$ cat config.mk
export PLATFORM = sky130hd
export DESIGN_NAME = xirq_router
export DESIGN_NICKNAME = d
export VERILOG_FILES = /design/src/rtl/xirq_pkg.sv /design/src/rtl/xirq_sync.sv /design/src/rtl/xirq_bank.sv /design/src/rtl/xirq_route.sv /design/src/rtl/xirq_router.sv
export SDC_FILE = /design/constraint.sdc
export NUM_CORES = 2
export LEC_CHECK = 0
export ABC_AREA = 1
export CAP_MARGIN = 20
export CORE_UTILIZATION = 40
export DETAILED_ROUTE_END_ITERATION = 8
export PLACE_DENSITY_LB_ADDON = 0.15
export SETUP_SLACK_MARGIN = 0.5
export SYNTH_ARGS = -nofsm -noshare
export SYNTH_HDL_FRONTEND = slang
export SYNTH_SLANG_ARGS = --single-unit
$ cat constraint.sdc
create_clock -name clk_i -period 3.8 [get_ports clk_i]
set_input_delay 0.76 -clock clk_i [delete_from_list [all_inputs] [get_ports clk_i]]
set_output_delay 0.76 -clock clk_i [all_outputs]
set_load 0.02 [all_outputs]
$ cat src/rtl/xirq_pkg.sv
package xirq_pkg;
  localparam int LINES_PER_BANK = 32;
  localparam int BUS_AW         = 16;
  localparam int BUS_DW         = 32;

  typedef enum logic [1:0] {
    KIND_STAT  = 2'd0,
    KIND_SENSE = 2'd1,
    KIND_EN    = 2'd2,
    KIND_NONE  = 2'd3
  } reg_kind_e;
endpackage

$ cat src/rtl/xirq_sync.sv
module xirq_sync #(
  parameter int WIDTH  = 32,
  parameter int STAGES = 2
) (
  input  logic             clk_i,
  input  logic             rst_ni,
  input  logic [WIDTH-1:0] d_i,
  output logic [WIDTH-1:0] q_o
);
  logic [WIDTH-1:0] chain_q [STAGES];

  for (genvar s = 0; s < STAGES; s++) begin : g_stage
    if (s == 0) begin : g_first
      always_ff @(posedge clk_i or negedge rst_ni)
        if (!rst_ni) chain_q[s] <= '0;
        else         chain_q[s] <= d_i;
    end else begin : g_next
      always_ff @(posedge clk_i or negedge rst_ni)
        if (!rst_ni) chain_q[s] <= '0;
        else         chain_q[s] <= chain_q[s-1];
    end
  end

  assign q_o = chain_q[STAGES-1];
endmodule

$ cat src/rtl/xirq_bank.sv
module xirq_bank import xirq_pkg::*; (
  input  logic                      clk_i,
  input  logic                      rst_ni,
  input  logic [LINES_PER_BANK-1:0] sync_i,
  input  logic                      stat_we_i,
  input  logic                      sense_we_i,
  input  logic                      en_we_i,
  input  logic [LINES_PER_BANK-1:0] wdata_i,
  output logic [LINES_PER_BANK-1:0] stat_o,
  output logic [LINES_PER_BANK-1:0] sense_o,
  output logic [LINES_PER_BANK-1:0] en_o
);
  logic [LINES_PER_BANK-1:0] prev_q, stat_q, sense_q, en_q;
  logic [LINES_PER_BANK-1:0] rise, flip, edge_nxt, lvl_nxt;

  assign rise     = sync_i & ~prev_q;
  assign flip     = stat_we_i ? wdata_i : '0;
  // hardware edge dominates a same-cycle software flip
  assign edge_nxt = rise | (stat_q ^ flip);
  assign lvl_nxt  = sync_i | flip;

  always_ff @(posedge clk_i or negedge rst_ni) begin
    if (!rst_ni) begin
      prev_q  <= '0;
      stat_q  <= '0;
      sense_q <= '0;
      en_q    <= '0;
    end else begin
      prev_q <= sync_i;
      stat_q <= (sense_q & lvl_nxt) | (~sense_q & edge_nxt);
      if (sense_we_i) sense_q <= wdata_i;
      if (en_we_i)    en_q    <= wdata_i;
    end
  end

  assign stat_o  = stat_q;
  assign sense_o = sense_q;
  assign en_o    = en_q;
endmodule

$ cat src/rtl/xirq_route.sv
module xirq_route #(
  parameter int NUM_LINES = 128,
  parameter int NUM_TRIG  = 4,
  parameter int VEC_W     = 3,
  parameter int LINE_W    = 7
) (
  input  logic                 clk_i,
  input  logic                 rst_ni,
  input  logic                 vec_we_i,
  input  logic [LINE_W-1:0]    vec_widx_i,
  input  logic [VEC_W-1:0]     vec_wdata_i,
  input  logic [LINE_W-1:0]    vec_ridx_i,
  output logic [VEC_W-1:0]     vec_rdata_o,
  input  logic [NUM_LINES-1:0] pend_i,
  output logic [NUM_TRIG-1:0]  trig_o
);
  logic [VEC_W-1:0]    vec_q [NUM_LINES];
  logic [NUM_TRIG-1:0] hit, trig_q;

  for (genvar n = 0; n < NUM_LINES; n++) begin : g_vec
    always_ff @(posedge clk_i or negedge rst_ni)
      if (!rst_ni)                                    vec_q[n] <= '0;
      else if (vec_we_i && vec_widx_i == LINE_W'(n))  vec_q[n] <= vec_wdata_i;
  end

  assign vec_rdata_o = (int'(vec_ridx_i) < NUM_LINES) ? vec_q[vec_ridx_i] : '0;

  // codes 0 and above NUM_TRIG match no trigger
  always_comb begin
    hit = '0;
    for (int t = 0; t < NUM_TRIG; t++)
      for (int n = 0; n < NUM_LINES; n++)
        if (pend_i[n] && vec_q[n] == VEC_W'(t + 1)) hit[t] = 1'b1;
  end

  always_ff @(posedge clk_i or negedge rst_ni)
    if (!rst_ni) trig_q <= '0;
    else         trig_q <= hit;

  assign trig_o = trig_q;
endmodule

$ cat src/rtl/xirq_router.sv
module xirq_router import xirq_pkg::*; #(
  parameter int NUM_BANKS   = 4,
  parameter int NUM_TRIG    = 4,
  parameter int SYNC_STAGES = 2
) (
  input  logic                                clk_i,
  input  logic                                rst_ni,
  input  logic [NUM_BANKS*LINES_PER_BANK-1:0] irq_i,
  input  logic                                bus_en_i,
  input  logic                                bus_we_i,
  input  logic [BUS_AW-1:0]                   bus_addr_i,
  input  logic [BUS_DW-1:0]                   bus_wdata_i,
  output logic [BUS_DW-1:0]                   bus_rdata_o,
  output logic [NUM_TRIG-1:0]                 trig_o
);
  localparam int NUM_LINES = NUM_BANKS * LINES_PER_BANK;
  localparam int LINE_W    = $clog2(NUM_LINES);
  localparam int VEC_W     = $clog2(NUM_TRIG + 1);

  logic [3:0]        region;
  logic [2:0]        lo_bank;
  reg_kind_e         kind;
  logic              lo_hit, vec_hit, bus_wr;
  logic [1:0]        vbank;
  logic [4:0]        voff;
  logic [LINE_W-1:0] vidx;
  logic [VEC_W-1:0]  vec_rd;

  logic [NUM_LINES-1:0] sync_w, stat_w, sense_w, en_w, pend;

  // address decode: 0x0000 page holds bank words, pages 1..NUM_BANKS hold vectors
  assign bus_wr  = bus_en_i && bus_we_i;
  assign region  = bus_addr_i[15:12];
  assign kind    = reg_kind_e'(bus_addr_i[7:6]);
  assign lo_bank = bus_addr_i[5:3];
  assign lo_hit  = (region == 4'd0) && (bus_addr_i[11:8] == 4'd0) &&
                   (bus_addr_i[2:0] == 3'd0) && (kind != KIND_NONE) &&
                   (int'(lo_bank) < NUM_BANKS);
  assign vec_hit = (region != 4'd0) && (int'(region) <= NUM_BANKS) &&
                   (bus_addr_i[11:7] == 5'd0) && (bus_addr_i[1:0] == 2'd0);
  assign vbank   = 2'(region - 4'd1);
  assign voff    = bus_addr_i[6:2];
  assign vidx    = LINE_W'(int'(vbank) * LINES_PER_BANK + int'(voff));

  xirq_sync #(.WIDTH(NUM_LINES), .STAGES(SYNC_STAGES)) u_sync (
    .clk_i  (clk_i),
    .rst_ni (rst_ni),
    .d_i    (irq_i),
    .q_o    (sync_w)
  );

  for (genvar b = 0; b < NUM_BANKS; b++) begin : g_bank
    logic sel;
    assign sel = bus_wr && lo_hit && (lo_bank == 3'(b));

    xirq_bank u_bank (
      .clk_i      (clk_i),
      .rst_ni     (rst_ni),
      .sync_i     (sync_w[b*LINES_PER_BANK +: LINES_PER_BANK]),
      .stat_we_i  (sel && kind == KIND_STAT),
      .sense_we_i (sel && kind == KIND_SENSE),
      .en_we_i    (sel && kind == KIND_EN),
      .wdata_i    (bus_wdata_i),
      .stat_o     (stat_w[b*LINES_PER_BANK +: LINES_PER_BANK]),
      .sense_o    (sense_w[b*LINES_PER_BANK +: LINES_PER_BANK]),
      .en_o       (en_w[b*LINES_PER_BANK +: LINES_PER_BANK])
    );
  end

  assign pend = stat_w & en_w;

  xirq_route #(
    .NUM_LINES (NUM_LINES),
    .NUM_TRIG  (NUM_TRIG),
    .VEC_W     (VEC_W),
    .LINE_W    (LINE_W)
  ) u_route (
    .clk_i       (clk_i),
    .rst_ni      (rst_ni),
    .vec_we_i    (bus_wr && vec_hit),
    .vec_widx_i  (vidx),
    .vec_wdata_i (bus_wdata_i[VEC_W-1:0]),
    .vec_ridx_i  (vidx),
    .vec_rdata_o (vec_rd),
    .pend_i      (pend),
    .trig_o      (trig_o)
  );

  always_comb begin
    bus_rdata_o = '0;
    if (lo_hit) begin
      for (int b = 0; b < NUM_BANKS; b++) begin
        if (lo_bank == 3'(b)) begin
          case (kind)
            KIND_STAT:  bus_rdata_o = stat_w[b*LINES_PER_BANK +: LINES_PER_BANK];
            KIND_SENSE: bus_rdata_o = sense_w[b*LINES_PER_BANK +: LINES_PER_BANK];
            KIND_EN:    bus_rdata_o = en_w[b*LINES_PER_BANK +: LINES_PER_BANK];
            default:    bus_rdata_o = '0;
          endcase
        end
      end
    end else if (vec_hit) begin
      bus_rdata_o = BUS_DW'(vec_rd);
    end
  end
endmodule

# Word level (Yosys, flattened, before mapping)
# Cells that the tools add are included.
[totals]
ff_bits = 1156
latchBits = 0
mem_bits_rw = 0
rom_bits = 0
in_bits = 180
out_inout_bits = 36
wordCells = 2039
n_memories = 0
[op_classes]
n_addsub = 2
n_mul = 0
n_div = 0
magnitude_cmp = 3
eq_ne = 645
shift = 0
n_mux = 529
n_bitwise = 38
reduce_logical = 675
[ops]
columns = ["op", "count"]
rows = [
  ["== test 3 x 2 -> 1 bit, second input constant", 258],
  ["logical AND 1 bit", 666],
  ["two-way mux 1 bit", 512],
  ["== test 7 bit, second input constant", 64],
  ["== test 3 x 1 -> 1 bit, second input constant", 129],
  ["bitwise AND 32 bit", 12],
  ["== test 3 bit, second input constant", 128],
  ["bitwise OR 32 bit", 12],
  ["one-hot mux 32 bit (3 select lines)", 4],
  ["two-way mux 32 bit", 9],
  ["NOT 32 bit", 8],
  ["== test 7 x 6 -> 1 bit, second input constant", 32],
  ["bitwise AND 128 bit", 1],
  ["XOR 32 bit", 4],
  ["== test 7 x 5 -> 1 bit, second input constant", 16],
  ["== test 7 x 4 -> 1 bit, second input constant", 8],
  ["== test 7 x 3 -> 1 bit, second input constant", 4],
  ["binary-select mux 3 bit (select 7 bit)", 1],
  ["== test 7 x 2 -> 1 bit, second input constant", 2],
  ["two-way mux 3 bit", 3],
  ["greater-or-equal comparator 8 bit, second input constant", 1],
  ["zero test 4 bit", 2],
  ["NOT 7 -> 8 bit", 1],
  ["adder 7 x 5 -> 7 bit", 1],
  ["other kinds (12)", 14],
]

# Longest topological paths before layout
[logic_depth]
depth_word = 130
depth_mapped = 15
mapped_depth_nobuf = 13

# By module
# From an unflattened synthesis, not the netlist that was laid out.
[unflattened]
cells_unflattened = 7603
hier_area_um2 = 59555.9
[by_module_without_submodules]
columns = ["module", "instances", "cells_per_inst", "area_per_inst_um2", "seq_area_each_um2"]
rows = [
  ["xirq_route", 1, 3595, 24328.3, 9709.3],
  ["xirq_bank", 4, 626, 5783.0, 3203.1],
  ["xirq_sync", 1, 384, 7367.1, 6406.1],
  ["xirq_router", 1, 1120, 4728.3, 0.0],
]

# Worst setup path after synthesis
# No wires, ideal clock.
[synth_path]
kind = "input to output"
startpoint = "input port bus_addr_i[6]"
endpoint = "output port bus_rdata_o[21]"
arrival_time_ns = 2.364
t_required_ns = 3.040
setup_slack_ns = 0.676
path_stages = 8
n_path_buf = 3
path_cell_list = "buf_4 > nor2_4 > inv_4 > buf_2 > clkbuf_1 > o21ai_0 > o21ai_0 > a221oi_1"
[synth_via]
elab_chain_cells = 7
word_cells_on_any_way = 15
cone_classes = "3 x eq/ne; 9 x mux; 3 x reduce/logical"
[synth_lines]
columns = ["element", "line", "rtl"]
rows = [
  ["start, declared", "xirq_router.sv:11", "input logic [BUS_AW-1:0] bus_addr_i,"],
  ["== test 2 bit (tied with other cells)", "xirq_router.sv:94", "case (kind)"],
  ["one-hot mux 32 bit (3 select lines)", "xirq_router.sv:94", ""],
  ["two-way mux 32 bit (4 in a row)", "xirq_router.sv:93", "if (lo_bank == 3'(b)) begin"],
  ["two-way mux 32 bit (*)", "xirq_router.sv:91", "if (lo_hit) begin"],
  ["end, declared", "xirq_router.sv:13", "output logic [BUS_DW-1:0] bus_rdata_o,"],
]
# Every way passes the cells marked *; elsewhere a longest branch is shown, timed or not.

# Worst setup path in the final report
[layout_path]
startpoint = "input port bus_addr_i[2]"
endpoint = "output port bus_rdata_o[1]"
[layout_via]
elab_chain_cells = 7
word_cells_on_any_way = 11
cone_classes = "1 x add/sub; 5 x mux; 1 x bitwise; 4 x reduce/logical"
[layout_lines]
columns = ["element", "line", "rtl"]
rows = [
  ["adder 7 x 5 -> 7 bit", "xirq_router.sv:43", "assign vidx = LINE_W'(int'(vbank) * LINES_PER_BANK + int'(voff));"],
  ["NOT 7 -> 8 bit (not written as such)", "xirq_route.sv:26", "assign vec_rdata_o = (int'(vec_ridx_i) < NUM_LINES) ? vec_q[vec_ridx_i] : '0;"],
  ["binary-select mux 3 bit (select 7 bit)", "xirq_route.sv:26", ""],
  ["two-way mux 3 bit (not written as such) (2 in a row)", "xirq_route.sv:26", ""],
  ["two-way mux 3 bit", "xirq_router.sv:102", "end else if (vec_hit) begin"],
  ["two-way mux 32 bit (*)", "xirq_router.sv:91", ""],
]
# Every way passes the cells marked *; elsewhere a longest branch is shown, timed or not. The select of a mux whose other input is x is not followed.

==> results.py <==
metrics = {
    "outcome": {
        "status": "complete, no violations",
    },
    "worst_setup_path": {
        "cp-end-kind": "output port",
        "crit_required_ns": 3.04,
        "slowest_delay_ns": 0.24,
        "worstPathArrival_ns": 2.67,
        "cp_max_fo": 7,
        "start_kind": "input port",
        "path_delay_family": "simple AND/OR/NAND/NOR gates",
        "crit_chain": "buf_16 -> buf_16 -> buf_12 -> buf_16 -> nand2_1 -> o21ai_0 -> nand2_1 -> nand2_1 -> nand2_1 -> nand2_1 -> nor2_1 -> nor2_1 -> nor2_2 -> nand3_2 -> nand3_4 -> nand2_4 -> buf_6",
        "path_common_cell": "nand2_1",
        "crit_slowest_cell": "nor2_2",
        "crit_buf_inv": 5,
        "worstSetupPathType": "input port to output port",
    },
    "routing": {
        "via_per_inst": 5.69,
        "vias": 54200,
        "drtIter0Drc": 7339,
        "post_drt_wl_per_cell_um": 26.8,
        "routed_wl_um": 255000,
        "ant_nets": 0,
        "dr.pass1.iters": 9,
        "drc": 0,
    },
    "sta": {
        "maxSlewHeadroom_pct": 18.1,
        "fin_crit_sh_pct": 90.3,
        "fin_crit_ns": 3.43,
        "finalSetupViolations": 0,
        "timing.final.hold_violations": 0,
        "worst_slack_ns": 0.369,
        "fmax_mhz": 291,
        "drv_slew": 0,
        "fin_skew_ns": 0.0439,
        "rsz0062_at_grt": "yes",
        "worst_pin_slew_ns": 1.22,
    },
    "global_routing": {
        "track_usage_pct": 36.0,
        "grt_overflow": 0,
        "grt_max_degree": 108,
        "grt_pass1_wl_um": 360000,
        "grt_pass1_vias": 49800,
        "antenna_found_initial": 20,
    },
    "floorplan": {
        "initial_utilization_pct": 40.4,
        "dieArea_um2": 140000,
        "core-area_um2": 137000,
        "fp.dieW_um": 374,
        "num_rows": 136,
        "io_pins": 216,
        "die-height_um": 374,
    },
    "power": {
        "cellLeakagePower_nw": 30.6,
        "vdd_drop_max_v": 0.000389,
        "internal_power_w": 0.0212,
        "power_density_nw_per_um2": 402,
        "clkPwrFrac_pct": 48.5,
        "p_comb_share_pct": 6.2,
        "switching_power_w": 0.00671,
        "power_frac_seq_pct": 45.3,
        "switching_share_pct": 24.1,
    },
    "cts": {
        "cts_max_level": 4,
        "clk_latency_ns": 0.79,
        "cts_buffer_depth": 3,
        "clk_root_buffer_cell": "clkbuf_16",
        "clock-sinks": 1156,
        "tritoncts": "done",
        "numCtsBuffers": 132,
        "clkTransAtPathRegs_ns": 0.06,
    },
    "placed_design": {
        "dp_hpwl_um": 189000,
        "dpl-instance-area_um2": 62500,
        "place_worst_setup_slack_ns": -0.472,
        "gp_congestion": 1.15,
        "port_buffers": 215,
    },
    "layout": {
        "final_util_pct": 50.5,
        "layout_commonest_cell": "nand2_1",
        "design_area_um2": 69400,
        "fin_nets": 7802,
        "multiInputGateArea_um2": 22500,
        "synthToLayoutAreaGrowth_pct": 25.1,
        "nFillCells": 13200,
        "drive_gt1_share_pct": 12.7,
        "final_cell_mix": "nand2_1, dfrtp_1, inv_1",
        "seq_area_um2": 29000,
    },
    "synthesis": {
        "synth_nets": 7220,
        "ys_types": 38,
        "synth_edf_count": 0,
        "netlist_area_um2": 55500,
        "synthArstFlopShare_pct": 100,
        "yosysWarnings": 0,
        "synth_seq_cells": 1156,
        "ys_seq_area_share_pct": 52.1,
        "syn_area_per_cell_um2": 7.88,
        "synth_cells": 7039,
        "synth_ff_type": "dfrtp_1",
    },
    "run": {
        "drv_cap": 0,
    },
    "min_path": {
        "hold_class": "flop to flop",
    },
}
## metal layers
layer	GRT usage, %	wire [µm]	vias up
li1	-	-	24400
met1	48.4	103000	26100
met2	51.6	105000	3018
met3	9.23	27600	699
met4	22.9	19600	16
met5	0.583	217	-
## state kept, by name, indices dropped and copies added (netlist names)
register               flops
u_sync.chain_q           128
g_bank.u_bank.stat_o     128
u_route.vec_q            384
g_bank.u_bank.sense_o    128
g_bank.u_bank.en_o       128
u_route.trig_o             4
g_bank.u_bank.prev_q     128
u_sync.q_o               128
## what timing repair did
| action | 4_1_cts | 5_1_grt |
|---|---|---|
| hold buffers | 1 | 0 |
| hold endpoints to repair | 46 | 0 |
| setup endpoints to repair | 32 | 27 |
| setup buffers | 66 | 23 |
| resized for setup | 378 | 110 |
| pin swaps | 57 | 84 |
| gates cloned | 18 | 3 |
## worst paths after layout
path	start	slack, ns	cells after the start	endpoint
worst max register to register	g_bank[0].u_bank.stat_o[6]$_DFF_PN0_	0.83	10	u_route.trig_o[1]$_DFF_PN0_
worst min-delay path	u_sync.chain_q[239]$_DFF_PN0_	0.34	0	u_sync.q_o[111]$_DFF_PN0_
worst max-delay path	bus_addr_i[2]	0.37	17	bus_rdata_o[1]
max in group asynchronous	rst_ni	2.16	3	u_sync.q_o[25]$_DFF_PN0_
worst min register to register	u_sync.chain_q[239]$_DFF_PN0_	0.34	0	u_sync.q_o[111]$_DFF_PN0_
min in group asynchronous	rst_ni	0.53	2	u_route.vec_q[275]$_DFFE_PN0P_
## cells in the mapped netlist (14+ instances only)
master     instances  area share [%]
buf_1             17            0.11
a221oi_1          22            0.35
o21ai_1          364             3.3
nor3_1           125             1.1
o22ai_1          114             1.3
o2111ai_1         21            0.33
nor2_1           149             1.0
nand2_1         2330              16
o21ai_0          745             6.7
clkbuf_1         105            0.71
dfrtp_1         1156              52
o211ai_1          54            0.73
nand3_1          180             1.6
a21oi_1          188             1.7
inv_2             15            0.10
buf_6             40            0.81
inv_1            911             6.2
buf_2             65            0.59
nor4_1           229             2.6
nand4_1          112             1.3
nor2_2            14            0.16
## per-stage QoR
step	power, W	hold WS, ns	TNS (ns)	cells
finish	0.0279	0.344	0	9525
global route	0.0287	0.348	0	9516
CTS	0.0280	0.346	0	9488
detailed placement	0.0143	0.335	-10.99	9168
global placement	0.0143	0.332	-11.03	9167
floorplan	0.0133	0.331	0	7039
## worst register-to-register path, delay by kind of cell (launching register included)
| family | cells | cell delay [ns] |
|---|---|---|
| compound gates | 1 | 0.28 |
| buf+inv | 1 | 0.13 |
| flops | 1 | 0.43 |
| simple gates | 8 | 1.95 |
## final cells by class
| type | count | share of cell area (%) |
|---|---|---|
| clock buffer | 184 | 5.49 |
| tap | 1794 | 3.23 |
| antenna | 9 | 0.0324 |
| clock inverter | 51 | 1.16 |
| sequential | 1156 | 41.7 |
| multi-input combinational | 4721 | 32.3 |
| timing repair buffer | 680 | 10.9 |
| inverter | 930 | 5.10 |
## power by group through the flow
stage / registers (W) / logic [W] / clock network (W)
floorplan: 0.0128 / 0.000480 / 0
CTS: 0.0126 / 0.00168 / 0.0137
global placement: 0.0128 / 0.00147 / 0
global route: 0.0126 / 0.00183 / 0.0142
detailed placement: 0.0129 / 0.00148 / 0
finish: 0.0126 / 0.00173 / 0.0135
## logic make-up after synthesis
logic type / Yosys count / share of synthesized area, %
flops: 1156 / 52.1
compound gates: 1547 / 15.0
buf+inv: 1162 / 8.59
fa+ha+maj: 1 / 0.0225
simple gates: 3173 / 24.2
Note: power is estimated with default switching activity, not from simulation.
